## config.mk

```make
export PLATFORM = sky130hd
export DESIGN_NAME = i2c_txq
export DESIGN_NICKNAME = d
export VERILOG_FILES = /design/src/rtl/i2c_txq.sv
export SDC_FILE = /design/constraint.sdc
export NUM_CORES = 1
export LEC_CHECK = 0
export BUFFER_PORTS_ARGS = -buffer_cell sky130_fd_sc_hd__buf_2
export CAP_MARGIN = 15
export CORE_ASPECT_RATIO = 0.5
export CORE_MARGIN = 4
export CORE_UTILIZATION = 53
export CTS_BUF_LIST = sky130_fd_sc_hd__clkbuf_4
export DETAILED_ROUTE_END_ITERATION = 10
export PLACE_DENSITY = 0.73
export SYNTH_ARGS = -nofsm -noshare
export SYNTH_HDL_FRONTEND = slang
export SYNTH_SLANG_ARGS = --single-unit
```

## constraint.sdc

```tcl
create_clock -name clk -period 3.5 [get_ports clk]
set_input_delay 0.175 -clock clk [delete_from_list [all_inputs] [get_ports clk]]
set_output_delay 0.175 -clock clk [all_outputs]
set_load 0.02 [all_outputs]
```

## src/rtl/i2c_txq.sv

```systemverilog
module i2c_txq #(
  parameter int DEPTH = 64,
  parameter int DW    = 32,
  localparam int AW   = $clog2(DEPTH)
) (
  input  logic          clk,
  input  logic          rst_n,
  input  logic          data_wr,
  input  logic [DW-1:0] data_in,
  input  logic          ctl_wr,
  input  logic [7:0]    ctl_in,
  input  logic          stat_clr_wr,
  input  logic [2:0]    stat_clr_in,
  output logic          sh_valid,
  output logic [7:0]    sh_data,
  input  logic          sh_ready,
  input  logic          sh_done,
  input  logic          sh_nak,
  output logic          ctl_en,
  output logic          ctl_flush,
  output logic          nak_seen,
  output logic          q_empty,
  output logic [AW:0]   q_level,
  output logic [2:0]    irq_stat
);

  logic [7:0]    mem [DEPTH];
  logic [AW-1:0] rd_p, wr_p;
  logic          busy;

  wire full  = q_level == (AW+1)'(DEPTH);
  wire wr_ok = data_wr & ctl_en & ~ctl_flush;
  wire push  = wr_ok & ~full;
  wire drop  = wr_ok & full;
  wire pop   = sh_valid & sh_ready;
  wire fin   = sh_done & busy;

  assign q_empty  = q_level == '0;
  assign sh_valid = ctl_en & ~q_empty & ~busy & ~nak_seen & ~ctl_flush;
  assign sh_data  = mem[rd_p];

  function automatic logic [AW-1:0] nxt(input logic [AW-1:0] p);
    return (p == AW'(DEPTH-1)) ? '0 : p + 1'b1;
  endfunction

  always_ff @(posedge clk) if (push) mem[wr_p] <= data_in[7:0];

  always_ff @(posedge clk or negedge rst_n) begin
    if (!rst_n) begin
      ctl_en    <= 1'b0;
      ctl_flush <= 1'b0;
    end else begin
      ctl_flush <= ctl_wr & ctl_in[7];
      if (ctl_wr) ctl_en <= ctl_in[6];
    end
  end

  always_ff @(posedge clk or negedge rst_n) begin
    if (!rst_n) begin
      rd_p    <= '0;
      wr_p    <= '0;
      q_level <= '0;
    end else if (ctl_flush) begin
      rd_p    <= '0;
      wr_p    <= '0;
      q_level <= '0;
    end else begin
      if (push) wr_p <= nxt(wr_p);
      if (pop)  rd_p <= nxt(rd_p);
      q_level <= q_level + (AW+1)'(push) - (AW+1)'(pop);
    end
  end

  always_ff @(posedge clk or negedge rst_n) begin
    if (!rst_n) begin
      busy     <= 1'b0;
      nak_seen <= 1'b0;
    end else begin
      if (pop)      busy <= 1'b1;
      else if (fin) busy <= 1'b0;
      if (ctl_flush)        nak_seen <= 1'b0;
      else if (fin & sh_nak) nak_seen <= 1'b1;
    end
  end

  logic [2:0] set_v, clr_v;
  assign set_v = {drop, fin & ~sh_nak & q_empty, fin & sh_nak};
  assign clr_v = stat_clr_wr ? stat_clr_in : 3'b000;

  always_ff @(posedge clk or negedge rst_n) begin
    if (!rst_n) irq_stat <= '0;
    else        irq_stat <= set_v | (irq_stat & ~clr_v);
  end


  one_inflight_chk: assert property (@(posedge clk) disable iff (!rst_n)
    (sh_valid && sh_ready) |=> !sh_valid);


  nak_hold_chk: assert property (@(posedge clk) disable iff (!rst_n)
    nak_seen |-> !sh_valid);


  no_overflow_chk: assert property (@(posedge clk) disable iff (!rst_n)
    q_level <= (AW+1)'(DEPTH));


  full_drop_chk: assert property (@(posedge clk) disable iff (!rst_n)
    (data_wr && ctl_en && !ctl_flush && full && !pop) |=> (full && irq_stat[2]));


  flush_clear_chk: assert property (@(posedge clk) disable iff (!rst_n)
    ctl_flush |=> (q_empty && !nak_seen));


  drain_set_chk: assert property (@(posedge clk) disable iff (!rst_n)
    (sh_done && busy && !sh_nak && q_empty) |=> irq_stat[1]);

endmodule

```

======== Word-level counts from Yosys, hierarchy flattened ========
Memories as Yosys holds them, arrays and structs flattened.
Cells that the tools add are included.
storage, ports and cells
  bits in registers ....................... 26
  bits in writable memories ............... 512
  memories kept ........................... 1
cells by class
  $add $sub $neg .......................... 4
  equal/unequal tests ..................... 3
  multiplexer cells ....................... 14
  bitwise operators ....................... 23
  reduce and logical (&&, ||, !) cells .... 5
memories
  memory  depth  bits a word  rd ports  clocked after Yosys merged registers in  wr ports  RTL line  text
  mem     64     8            1         0                                        1         27        logic [7:0] mem [DEPTH];
operators with widths
  cell                                         number
  two-way mux 6 bit                            6
  AND 1 bit                                    14
  adder 6 x 1 -> 6 bit, second input constant  2
  equality test 6 bit, second input constant   2
  nonzero test 2 bit                           4
  adder 7 x 1 -> 7 bit                         1
  equality test 7 bit, second input constant   1
  zero test 7 bit                              1
  two-way mux 7 bit                            1
  subtractor 7 x 1 -> 7 bit                    1
  two-way mux 1 bit                            6
  NOT 1 bit                                    6
  AND 3 bit                                    1
  two-way mux 3 bit                            1
  NOT 3 bit                                    1
  OR 3 bit                                     1

======== Depth between registers and ports, before layout ========
Gate-level depths: netlist (run 1).
  depth in word-level cells ............... 9
  gate-level depth with buffers ........... 18
  gate-level depth less buffers ........... 18

======== Least setup slack after synthesis (run 1) ========
No wires, ideal clock.
  kind .................................... register -> register
  start ................................... register q_level[2]
  end ..................................... register q_level[6]
  arrival time ............................ 3.417 ns
  required time ........................... 3.367 ns
  path slack .............................. -0.050 ns
  stages on the path, launching flop included .. 19
  period minus slack after synthesis ...... 3.550 ns
  cells stage by stage .................... dfrtp_1 > inv_1 > ha_1 > nor4bb_1 > and2_1 > nor2_1 > nand2_1 > inv_2 > ha_1 > inv_1 > ha_1 > inv_1 > fa_1 > nand2b_1 > a21oi_1 > o21ai_0 > a21oi_1 > or3_1 > a21oi_1
on the way
  cells in the longest elaborated chain, start to end .. 9
ends and longest elaborated chain
  item                       RTL line  text
  start, declared            23        output logic [AW:0] q_level,
  start signal, assigned     70        q_level <= q_level + (AW+1)'(push) - (AW+1)'(pop);
  zero test 7 bit            38        assign q_empty = q_level == '0;
  named net q_empty          22        output logic q_empty,
  NOT 1 bit                  39        assign sh_valid = ctl_en & ~q_empty & ~busy & ~nak_seen & ~ctl_flush;
  AND 1 bit (4 in series)    39
  named net sh_valid         14        output logic sh_valid,
  AND 1 bit                  35        wire pop = sh_valid & sh_ready;
  named net pop              35
  subtractor 7 x 1 -> 7 bit  70
  two-way mux 7 bit          63        end else if (ctl_flush) begin
The timed path passes the listed nets, and every way through them passes these cells.
A chain may end at the register's enable or synchronous reset.

======== Worst setup path after layout (run 1) ========
  start ................................... register rd_p[0]
  end ..................................... output sh_data[1]
on the way
  cells in the longest elaborated chain, start to end .. 1
ends and longest elaborated chain
  item                      RTL line  text
  start, declared           28        logic [AW-1:0] rd_p, wr_p;
  start signal, assigned    69        if (pop) rd_p <= nxt(rd_p);
  memory read (64 x 8 bit)  n/a
  end, declared             15        output logic [7:0] sh_data,
Every way passes these cells.

==> results.md, run 1 <==
- Post-synthesis async set-or-reset flop share: 4.83%
- Maxcap violations: 0
- Worst min-delay path startpoint: ctl_wr
- Net count of the mapped netlist: 1114
- Worst min path class: in2reg
- Clk_lat worst skew: 0.83 ns
- Area leader, netlist: edfxtp_1
- Share of cells above drive strength 1: 35.4%
- Residual DRC: 0
- Lkg Pwr: 8.09 nW
- Wire length per cell: 25.0 um
- Mapped cell area: 21400 um2
- Worst reg2reg startpoint: busy
- Post-synthesis sequential area ratio: 74.9%
- Crit start category: flip-flop
- Critical path origin: rd_p[0]
- Critical path arrival: 3.19 ns
- CTS tree: built
- CP Cell Sequence: buf_4, buf_12, mux4_2, mux2i_1, a21oi_1, a21oi_1, o21ai_2, buf_2
- Least-Margin Pin Slew: 0.881 ns
- Max VDD drop: 275 uV
- Vias: 11300
- Starting density of the core: 54.3%
- Post-synthesis register bit count: 538
- RSZ-0062 raised after global routing: yes
- Area contributors post-synth: edfxtp_1, mux4_2, dfrtp_1
- Final TNS setup: 0 ns
- Slew HR: 41.0%
- Cells on worst reg2reg path: 15
- Count leader, synth: edfxtp_1
- Ys Warns: 0
- Max Clock Freq: 297 MHz
- Vias per cell: 5.92
- Mapped Cells: 1051
- Post-Place Cell Area: 22500 um2
- Max-slew violations: 0
- Final Critical Period: 3.36 ns
- IO Pins: 74
- CTS Buf Count: 115
- Largest net degree at the start of global routing: 65
- Final setup viols: 0
- Count of cell types in the netlist: 47
- Initial antenna violation count: 1
- Area added between synthesis and finish: 15.5%
- Aggregate global-route resource usage: 22.1%
- CP dominant cell by count: a21oi_1
- Vias in the first global route: 11500
- First-pass GRT wire length: 71.3 mm
- Post-synth top area share: 71.9%
- Buffers on Ports: 43
- Post-Route Utilization: 62.7%
- Critical Path Max Stage Delay: 0.52 ns
- Worst setup path end: sh_data[1]
- Final nets: 1341
- Status: finished, final reports clean
- Final instance area: 24700 um2
- Final Cycle Share: 96.1%
- Top FF cell, synth: edfxtp_1
- WS Path Type: reg2out
- Number of synthesized flops with an enable pin: 512
- Die Wd: 292 um
- Placement row count: 51
- CP required: 3.32 ns
- CP Capture Type: output port
- Final ANT Viol Nets: 0
- Deepest clock path buffer count: 3
- Setup Skew: 0.0511 ns
- Num Clock Sinks: 538
- PwrDens: 620 nW/um2
- Post-DP HPWL: 27.6 mm
- Critical path's slowest cell: mux4_2
- Synth Area per Inst: 20.4 um2
- Synth cell count leaders: edfxtp_1, mux4_2, nor2_1
- Core ar.: 39400 um2
- Die area: 43800 um2
- Final GP Congestion: 0.875
- Design Power: 0.0153 W
- DRT iter0 DRCs: 1274
- Drt pass-1 iters: 5
- Routed wire length: 47.6 mm
- Worst-path clk slew: 0.07 ns
- FF-to-FF End: q_level[6]
- Final hold vios: 0
- H-tree depth: 3
- Chip height: 150 um
- Critical Path Fanout Max: 25
- Grt ovf: 0
- Worst-case register-to-register setup slack: 0.21 ns
- CTS root buf: clkbuf_4
sequential cells by signal (all words and copies together) (netlist names):
signal and flops:
nak_seen 1, ctl_flush 1, q_level 7, ctl_en 1, busy 1, irq_stat 3, rd_p 6, wr_p 6
mem 512
logic make-up after synthesis:
kind of cell             Yosys count  synth area share (%)
AND/OR/NAND/NOR                  159                  3.41
XOR/XNOR                           7                 0.287
AO/OA/AOI/OAI                     87                  2.50
adder cells (fa/ha/maj)           12                 0.737
flip-flops                       538                  74.9
buffers and inverters             70                  1.80
multiplexers                     178                  16.4
critical path: cells and delay by family, from the launching register on:
kind	cells	cell delay [ns]
muxes	2	0.88
AOI/OAI and AO/OA	3	0.48
buffers and inverters	3	0.54
DFF	1	0.44
cell usage in the layout, fill, tap and decap left out, drive strengths merged, types with 13 or more instances in the layout:
cell type      n
o21ai         29
nand3         14
nand2         25
dlygate4sd3   25
dfrtp         26
nor2b         13
inv           19
mux2i         33
buf          139
a21oi         24
edfxtp       512
nor2          83
clkinv        37
clkbuf       170
mux4         136
worst min path at each step:
stage	endpoint	depth (start not counted)
6_report	ctl_flush	3
5_1_grt	ctl_flush	3
4_1_cts	ctl_flush	3
3_5_place_dp	q_level[5]	1
3_3_place_gp	q_level[3]	1
2_1_floorplan	busy	0
timing repair:
item,4_1_cts,5_1_grt
resized for setup,10,26
hold buffers,19,7
endpoints found under the hold margin,73,299
setup buffers,14,5
cloned,0,1
pin swaps,0,7
setup endpoints to repair,8,10
stage by stage:
stage / setup WS, ns / std cells / hold slack [ns]
2_1_floorplan: 0.0837 / 1051 / -0.121
4_1_cts: 0.0115 / 1882 / 0.0689
5_1_grt: -0.0461 / 1903 / 0.0917
6_report: 0.137 / 1903 / 0.157
3_5_place_dp: 0.0297 / 1638 / 0.220
3_3_place_gp: 0.150 / 1638 / 0.198
report_power, final:
part	total [W]	switching [W]	internal, W	leakage (nW)
Combinational	0.00350	0.00177	0.00173	2.28
Clock	0.00458	0.00237	0.00222	0.864
Sequential	0.00723	0.000100	0.00713	4.94
layer usage:
| metal | part of all wire (%) | routed length [um] | track usage [%] | vias to the layer above |
|---|---|---|---|---|
| met5 | 0 | 0 | 0 | - |
| met4 | 2.3 | 1110 | 6.61 | 0 |
| met3 | 9.6 | 4550 | 6.73 | 81 |
| met2 | 47 | 22300 | 34.1 | 531 |
| met1 | 41 | 19700 | 31.1 | 5821 |
| li1 | - | - | - | 4827 |
area by class of cell:
type	count	area, um2
tap	530	663
clock inverter	42	168
inverter	15	56.3
fill	2675	14700
timing repair buffer	165	1470
sequential	538	16000
multi-input combinational	443	5040
antenna	1	2.50
clock buffer	169	1270
(Power assumes the default switching activity.)
==> inputs of run 2 (changes only) <==
--- a/config.mk
+++ b/config.mk
@@ -13,6 +13,7 @@
 export CTS_BUF_LIST = sky130_fd_sc_hd__clkbuf_4
 export DETAILED_ROUTE_END_ITERATION = 10
 export PLACE_DENSITY = 0.73
+export SLEW_MARGIN = 20
 export SYNTH_ARGS = -nofsm -noshare
 export SYNTH_HDL_FRONTEND = slang
 export SYNTH_SLANG_ARGS = --single-unit
==> constraint.sdc (replaced) <==
create_clock -name clk -period 3.5 [get_ports clk]
set_input_delay 0.175 -clock clk [delete_from_list [all_inputs] [get_ports clk]]
set_output_delay 0.175 -clock clk [all_outputs]
set_load 0.01 [all_outputs]
==> run 2 against run 1 <==
Against the previous run:
- fmax fell by 1.4%
- highest routed layer unchanged
- via count rose by 0.72%
- core utilization rose by 0.21 points
- sequential power barely moved
- power rose by 0.32%
- register-to-register slack improved by 0.06 ns
- setup slack got worse by 0.047 ns
- design area rose by 0.33%
==> results.md, run 2 (same netlist as run 1, synthesis figures left out) <==
- Final Cycle Share: 97.4% (+1.3 points)
- Worst-path clk slew: 0.08 ns (about the same)
- Critical Path Fanout Max: 10 (-60%)
- Largest net degree at the start of global routing: 65 (unchanged)
- Aggregate global-route resource usage: 22.0% (-0.17 points)
- CTS tree: built
- Residual DRC: 0 (unchanged)
- Core ar.: 39400 um2 (unchanged)
- Largest registers: mem (512), q_level (7)
- First-pass GRT wire length: 71.5 mm (+0.23%)
- CTS root buf: clkbuf_4
- Num Clock Sinks: 538 (unchanged)
- Final nets: 1348 (+0.52%)
- CP required: 3.32 ns (about the same)
- Final ANT Viol Nets: 0 (unchanged)
- Setup Skew: 0.0470 ns (-0.00409 ns)
- CP Cell Sequence: buf_4, mux4_2, mux2i_1, mux2_2, o21ai_0, a21oi_1, o21ai_0, buf_2
- Commonest cells after routing, fill and taps aside: edfxtp_1, clkbuf_4, mux4_2, buf_4, nor2_1
- Chip height: 150 um (unchanged)
- H-tree depth: 3 (unchanged)
- Wire length per cell: 25.0 um (about the same)
- Max VDD drop: 338 uV (+23%)
- DRT iter0 DRCs: 1282 (+0.63%)
- Clk_lat worst skew: 0.83 ns (about the same)
- Maxcap violations: 0 (unchanged)
- Final Critical Period: 3.41 ns (+0.0470 ns)
- Worst min path class: in2reg
- Largest register FFs: 512 (unchanged)
- Commonest non-fill, non-tap cell in the layout: edfxtp_1
- CP dominant cell by count: o21ai_0
- Post-DP HPWL: 27.3 mm (-1.3%)
- Vias in the first global route: 11700 (+1.7%)
- Grt ovf: 0 (unchanged)
- Final setup viols: 0 (unchanged)
- Routed wire length: 47.6 mm (about the same)
- Post-Route Utilization: 63.0% (+0.21 points)
- Drt pass-1 iters: 6 (+1)
- Slew HR: 30.2% (-11 points)
- Vias per cell: 5.97 (+0.83%)
- Critical path arrival: 3.23 ns (+0.04 ns)
- Area added between synthesis and finish: 15.9%
- Initial antenna violation count: 1 (unchanged)
- PwrDens: 620 nW/um2 (about the same)
- Vias: 11300 (+0.72%)
- IO Pins: 74 (unchanged)
- Max Clock Freq: 293 MHz (-1.4%)
- CP Capture Type: output port
- Buffers on Ports: 43 (unchanged)
- Crit start category: flip-flop
- WS Path Type: reg2out
- Largest reg by FF count: mem
- Least-Margin Pin Slew: 1.05 ns (+0.166 ns)
- Design Power: 0.0154 W (+0.32%)
- Critical Path Max Stage Delay: 0.59 ns (+0.07 ns)
- Final TNS setup: 0 ns (unchanged)
- CTS Buf Count: 114 (-0.87%)
- Share of cells above drive strength 1: 36.1% (+0.64 points)
- Starting density of the core: 54.3% (unchanged)
- Status: finished, final reports clean
- Final hold vios: 0 (unchanged)
- Die Wd: 292 um (unchanged)
- Deepest clock path buffer count: 3 (unchanged)
- Placement row count: 51 (unchanged)
- Lkg Pwr: 8.17 nW (+0.99%)
- Critical path's slowest cell: dfrtp_4
- Max-slew violations: 0 (unchanged)
- Final GP Congestion: 0.850 (-2.9%)
- RSZ-0062 raised after global routing: yes
- Die area: 43800 um2 (unchanged)
- Fin Hold WS: 0.150 ns (-0.00648 ns)
- Fillers: 2576 (-3.7%)
-- run 2: final timing paths --
path                             start          end  depth (start not counted)  slack [ns]
min in group asynchronous        rst_n   q_level[6]                          4        0.40
max                            rd_p[1]   sh_data[3]                          8        0.09
max reg2reg                 q_level[4]   q_level[6]                         18        0.27
min                         data_in[0]   mem[40][0]                          1        0.15
max in group asynchronous        rst_n      rd_p[0]                          4        2.91
min reg2reg                irq_stat[1]  irq_stat[1]                          1        0.57
-- run 2: timing repair --
| action | CTS | global route |
|---|---|---|
| endpoints found under the hold margin | 42 | 445 |
| buffers inserted | 8 | 4 |
| resized for setup | 6 | 21 |
| endpoints found under the setup margin | 8 | 9 |
| hold buffers | 18 | 7 |
| gates cloned | 1 | 3 |
| pin swaps | 0 | 4 |
-- run 2: cell type report --
cell class	instances	area (um2)	share of cell area, %
multi-input combinational	443	5030	20.3
tap	530	663	2.68
inverter	15	56.3	0.227
timing repair buffer	173	1510	6.08
antenna	1	2.50	0.0101
sequential	538	16000	64.7
clock buffer	179	1340	5.42
clock inverter	22	143	0.575
-- run 2: per-layer routing --
layer	vias up	share of wire, %	track usage (%)
met2	528	48	34.6
met1	5905	41	31.5
met3	80	8.2	4.66
met4	0	2.1	6.76
li1	4828	-	-
met5	-	0	0
-- run 2: report_power, final --
group / total (W) / internal (W) / switching, W
logic: 0.00334 / 0.00171 / 0.00163
clock network: 0.00477 / 0.00245 / 0.00232
registers: 0.00726 / 0.00714 / 0.000121
total: 0.0154 / 0.0113 / 0.00406
-- run 2: critical path, delay by kind of cell, from the launching register on --
family	cells	cell delay (ns)
buf+inv	2	0.38
compound gates	3	0.69
mux	3	0.72
flops	1	0.59
-- run 2: metrics by stage --
step           setup slack (ns)  cell area [um2]  cells
6_report                 0.0901            24800   1901
2_1_floorplan             0.167            21400   1051
3_5_place_dp              0.153            22700   1658
5_1_grt                 -0.0552            24800   1901
3_3_place_gp              0.200            22700   1658
4_1_cts                -0.00204            24500   1886
==> inputs of run 3 (changes only) <==
==> constraint.sdc (replaced) <==
create_clock -name clk -period 3.31 [get_ports clk]
set_input_delay 0.1655 -clock clk [delete_from_list [all_inputs] [get_ports clk]]
set_output_delay 0.1655 -clock clk [all_outputs]
set_load 0.01 [all_outputs]
==> run 3 against run 2 <==
Against the previous run:
- clock skew rose by 0.0091 ns
- first-iteration DRC count up 13%
- clock power grew 5.7%
- critical path type unchanged
- critical endpoint is now sh_data[6]
==> results.md, run 3 (same netlist as run 1, synthesis figures left out) <==
- Status: finished, final reports clean
- Slew HR: 36.0% (+5.8 points)
- Final hold vios: 0 (unchanged)
- IO Pins: 74 (unchanged)
- PwrDens: 660 nW/um2 (+6.4%)
- Largest reg by FF count: mem
- Largest register FFs: 512 (unchanged)
- Post-Route Utilization: 64.0% (+1.1 points)
- Least-Margin Pin Slew: 0.961 ns (-0.0867 ns)
- Final Critical Period: 3.23 ns
- Dpl ws: -0.0361 ns (-0.189 ns)
- RSZ-0062 raised after global routing: yes
- Fillers: 2544 (-1.2%)
- Lkg Pwr: 8.32 nW (+1.9%)
- Deepest clock path buffer count: 3 (unchanged)
- Number of non-filler instances in the completed layout: 1918 (+0.89%)
- Vias: 11300 (-0.61%)
- Drt pass-1 iters: 5 (-1)
- Worst min path class: in2reg
- Final GP Congestion: 0.869 (+2.3%)
- DRT iter0 DRCs: 1452 (+13%)
- CTS root buf: clkbuf_4
- Critical path arrival: 3.07 ns (-0.16 ns)
- Max Clock Freq: 310 MHz
- Final nets: 1362 (+1.0%)
- Fin Hold WS: 0.212 ns (+0.0622 ns)
- Final setup viols: 0 (unchanged)
- Design Power: 0.0166 W (+8.2%)
- Share of cells above drive strength 1: 40.4% (+4.3 points)
- Setup Skew: 0.0561 ns (+0.00906 ns)
- Core ar.: 39400 um2 (unchanged)
- Maxcap violations: 0 (unchanged)
- Residual DRC: 0 (unchanged)
- Vias in the first global route: 11800 (+0.80%)
- CP Capture Type: output port
- Final ANT Viol Nets: 0 (unchanged)
- Buffers on Ports: 43 (unchanged)
- Crit start category: flip-flop
- Chip height: 150 um (unchanged)
- Worst-path clk slew: 0.07 ns (about the same)
- Cell total after placement: 1659 (+0.060%)
- Largest registers: mem (512), q_level (7)
- Die Wd: 292 um (unchanged)
- Initial antenna violation count: 1 (unchanged)
- CTS Buf Count: 115 (+0.88%)
- Largest net degree at the start of global routing: 65 (unchanged)
- Max VDD drop: 253 uV (-25%)
- Final Cycle Share: 97.6%
- Max-slew violations: 0 (unchanged)
- Routed wire length: 46.1 mm (-3.1%)
- Grt ovf: 0 (unchanged)
- WS Path Type: reg2out
- Post-DP HPWL: 26.4 mm (-3.0%)
- CTS tree: built
- Setup slack after layout: 0.0795 ns (-0.0106 ns)
- First-pass GRT wire length: 70.3 mm (-1.6%)
- Commonest cells after routing, fill and taps aside: edfxtp_1, clkbuf_4, mux4_2, buf_4, nor2_1
- Starting density of the core: 54.3% (unchanged)
- Num Clock Sinks: 538 (unchanged)
- H-tree depth: 3 (unchanged)
- CP required: 3.14 ns (-0.18 ns)
- Commonest non-fill, non-tap cell in the layout: edfxtp_1
- Wire length per cell: 24.1 um (-3.9%)
- Clk_lat worst skew: 0.81 ns (-0.02 ns)
- Die area: 43800 um2 (unchanged)
- Placement row count: 51 (unchanged)
- Vias per cell: 5.88 (-1.5%)
- Aggregate global-route resource usage: 21.5% (-0.44 points)
- Critical Path Fanout Max: 6 (-4)
- Area added between synthesis and finish: 17.8%
-- run 3: changes by cell type in the layout (fill, tap and decap cells not counted), sizes merged --
cell / delta
buf: +14
inv: +1
clkbuf: +6
bufbuf: -1
dlygate4sd3: +1
clkinv: -3
bufinv: -1
-- run 3: cell type report --
class	count	area, um2	share of cell area (%)
Antenna cell	1	2.50	0.00993
Clock buffer	186	1400	5.54
Clock inverter	19	114	0.452
Inverter	15	56.3	0.223
Multi-Input combinational cell	443	5200	20.6
Sequential cell	538	16000	63.6
Tap cell	530	663	2.63
Timing Repair Buffer	186	1730	6.86
-- run 3: metal layers --
metal	global-route usage (%)	routed length (um)	up-vias
li1	-	-	4868
met1	28.9	18800	5850
met2	34.8	22400	479
met3	6.45	4000	75
met4	6.37	1010	0
met5	0	0	-
-- run 3: path summary, 6_finish.rpt --
check                              endpoint            from  slack (ns)  depth (start not counted)
min in group asynchronous           rd_p[4]           rst_n        0.41                          4
worst min-delay path            irq_stat[0]  stat_clr_in[0]        0.21                          4
worst min register to register     nak_seen        nak_seen        0.56                          2
max in group asynchronous           wr_p[0]           rst_n        2.70                          4
worst max-delay path             sh_data[6]         rd_p[1]        0.08                          9
worst max register to register   q_level[6]            busy        0.19                         15
-- run 3: per-stage QoR --
step	area [um2]	setup TNS [ns]
finish	25200	0
floorplan	21400	0
global placement	22700	0
detailed placement	22700	-0.0361
global route	25200	-0.166
CTS	24900	-0.00984
-- run 3: worst max-delay path, stage by stage (launching register included) --
cell and delay (ns):
dfrtp_4 0.57, buf_2 0.20, buf_4 0.17, mux4_2 0.24
mux2i_1 0.07, mux2_2 0.30, o21ai_1 0.24, a21oi_1 0.09
o21ai_2 0.22, buf_2 0.17
-- run 3: repair_timing --
action                                  CTS  global route
setup buffers                            16             5
gates cloned                              5             2
endpoints found under the setup margin    9            10
gates resized for setup                  43            44
pin swaps                                 6            13
endpoints found under the hold margin    79           448
hold buffers                             19             7
-- run 3: where the power goes --
part / switching, W / internal [W]
clock: 0.00243 / 0.00261
combinational: 0.00189 / 0.00203
sequential: 0.000116 / 0.00755
total: 0.00444 / 0.0122
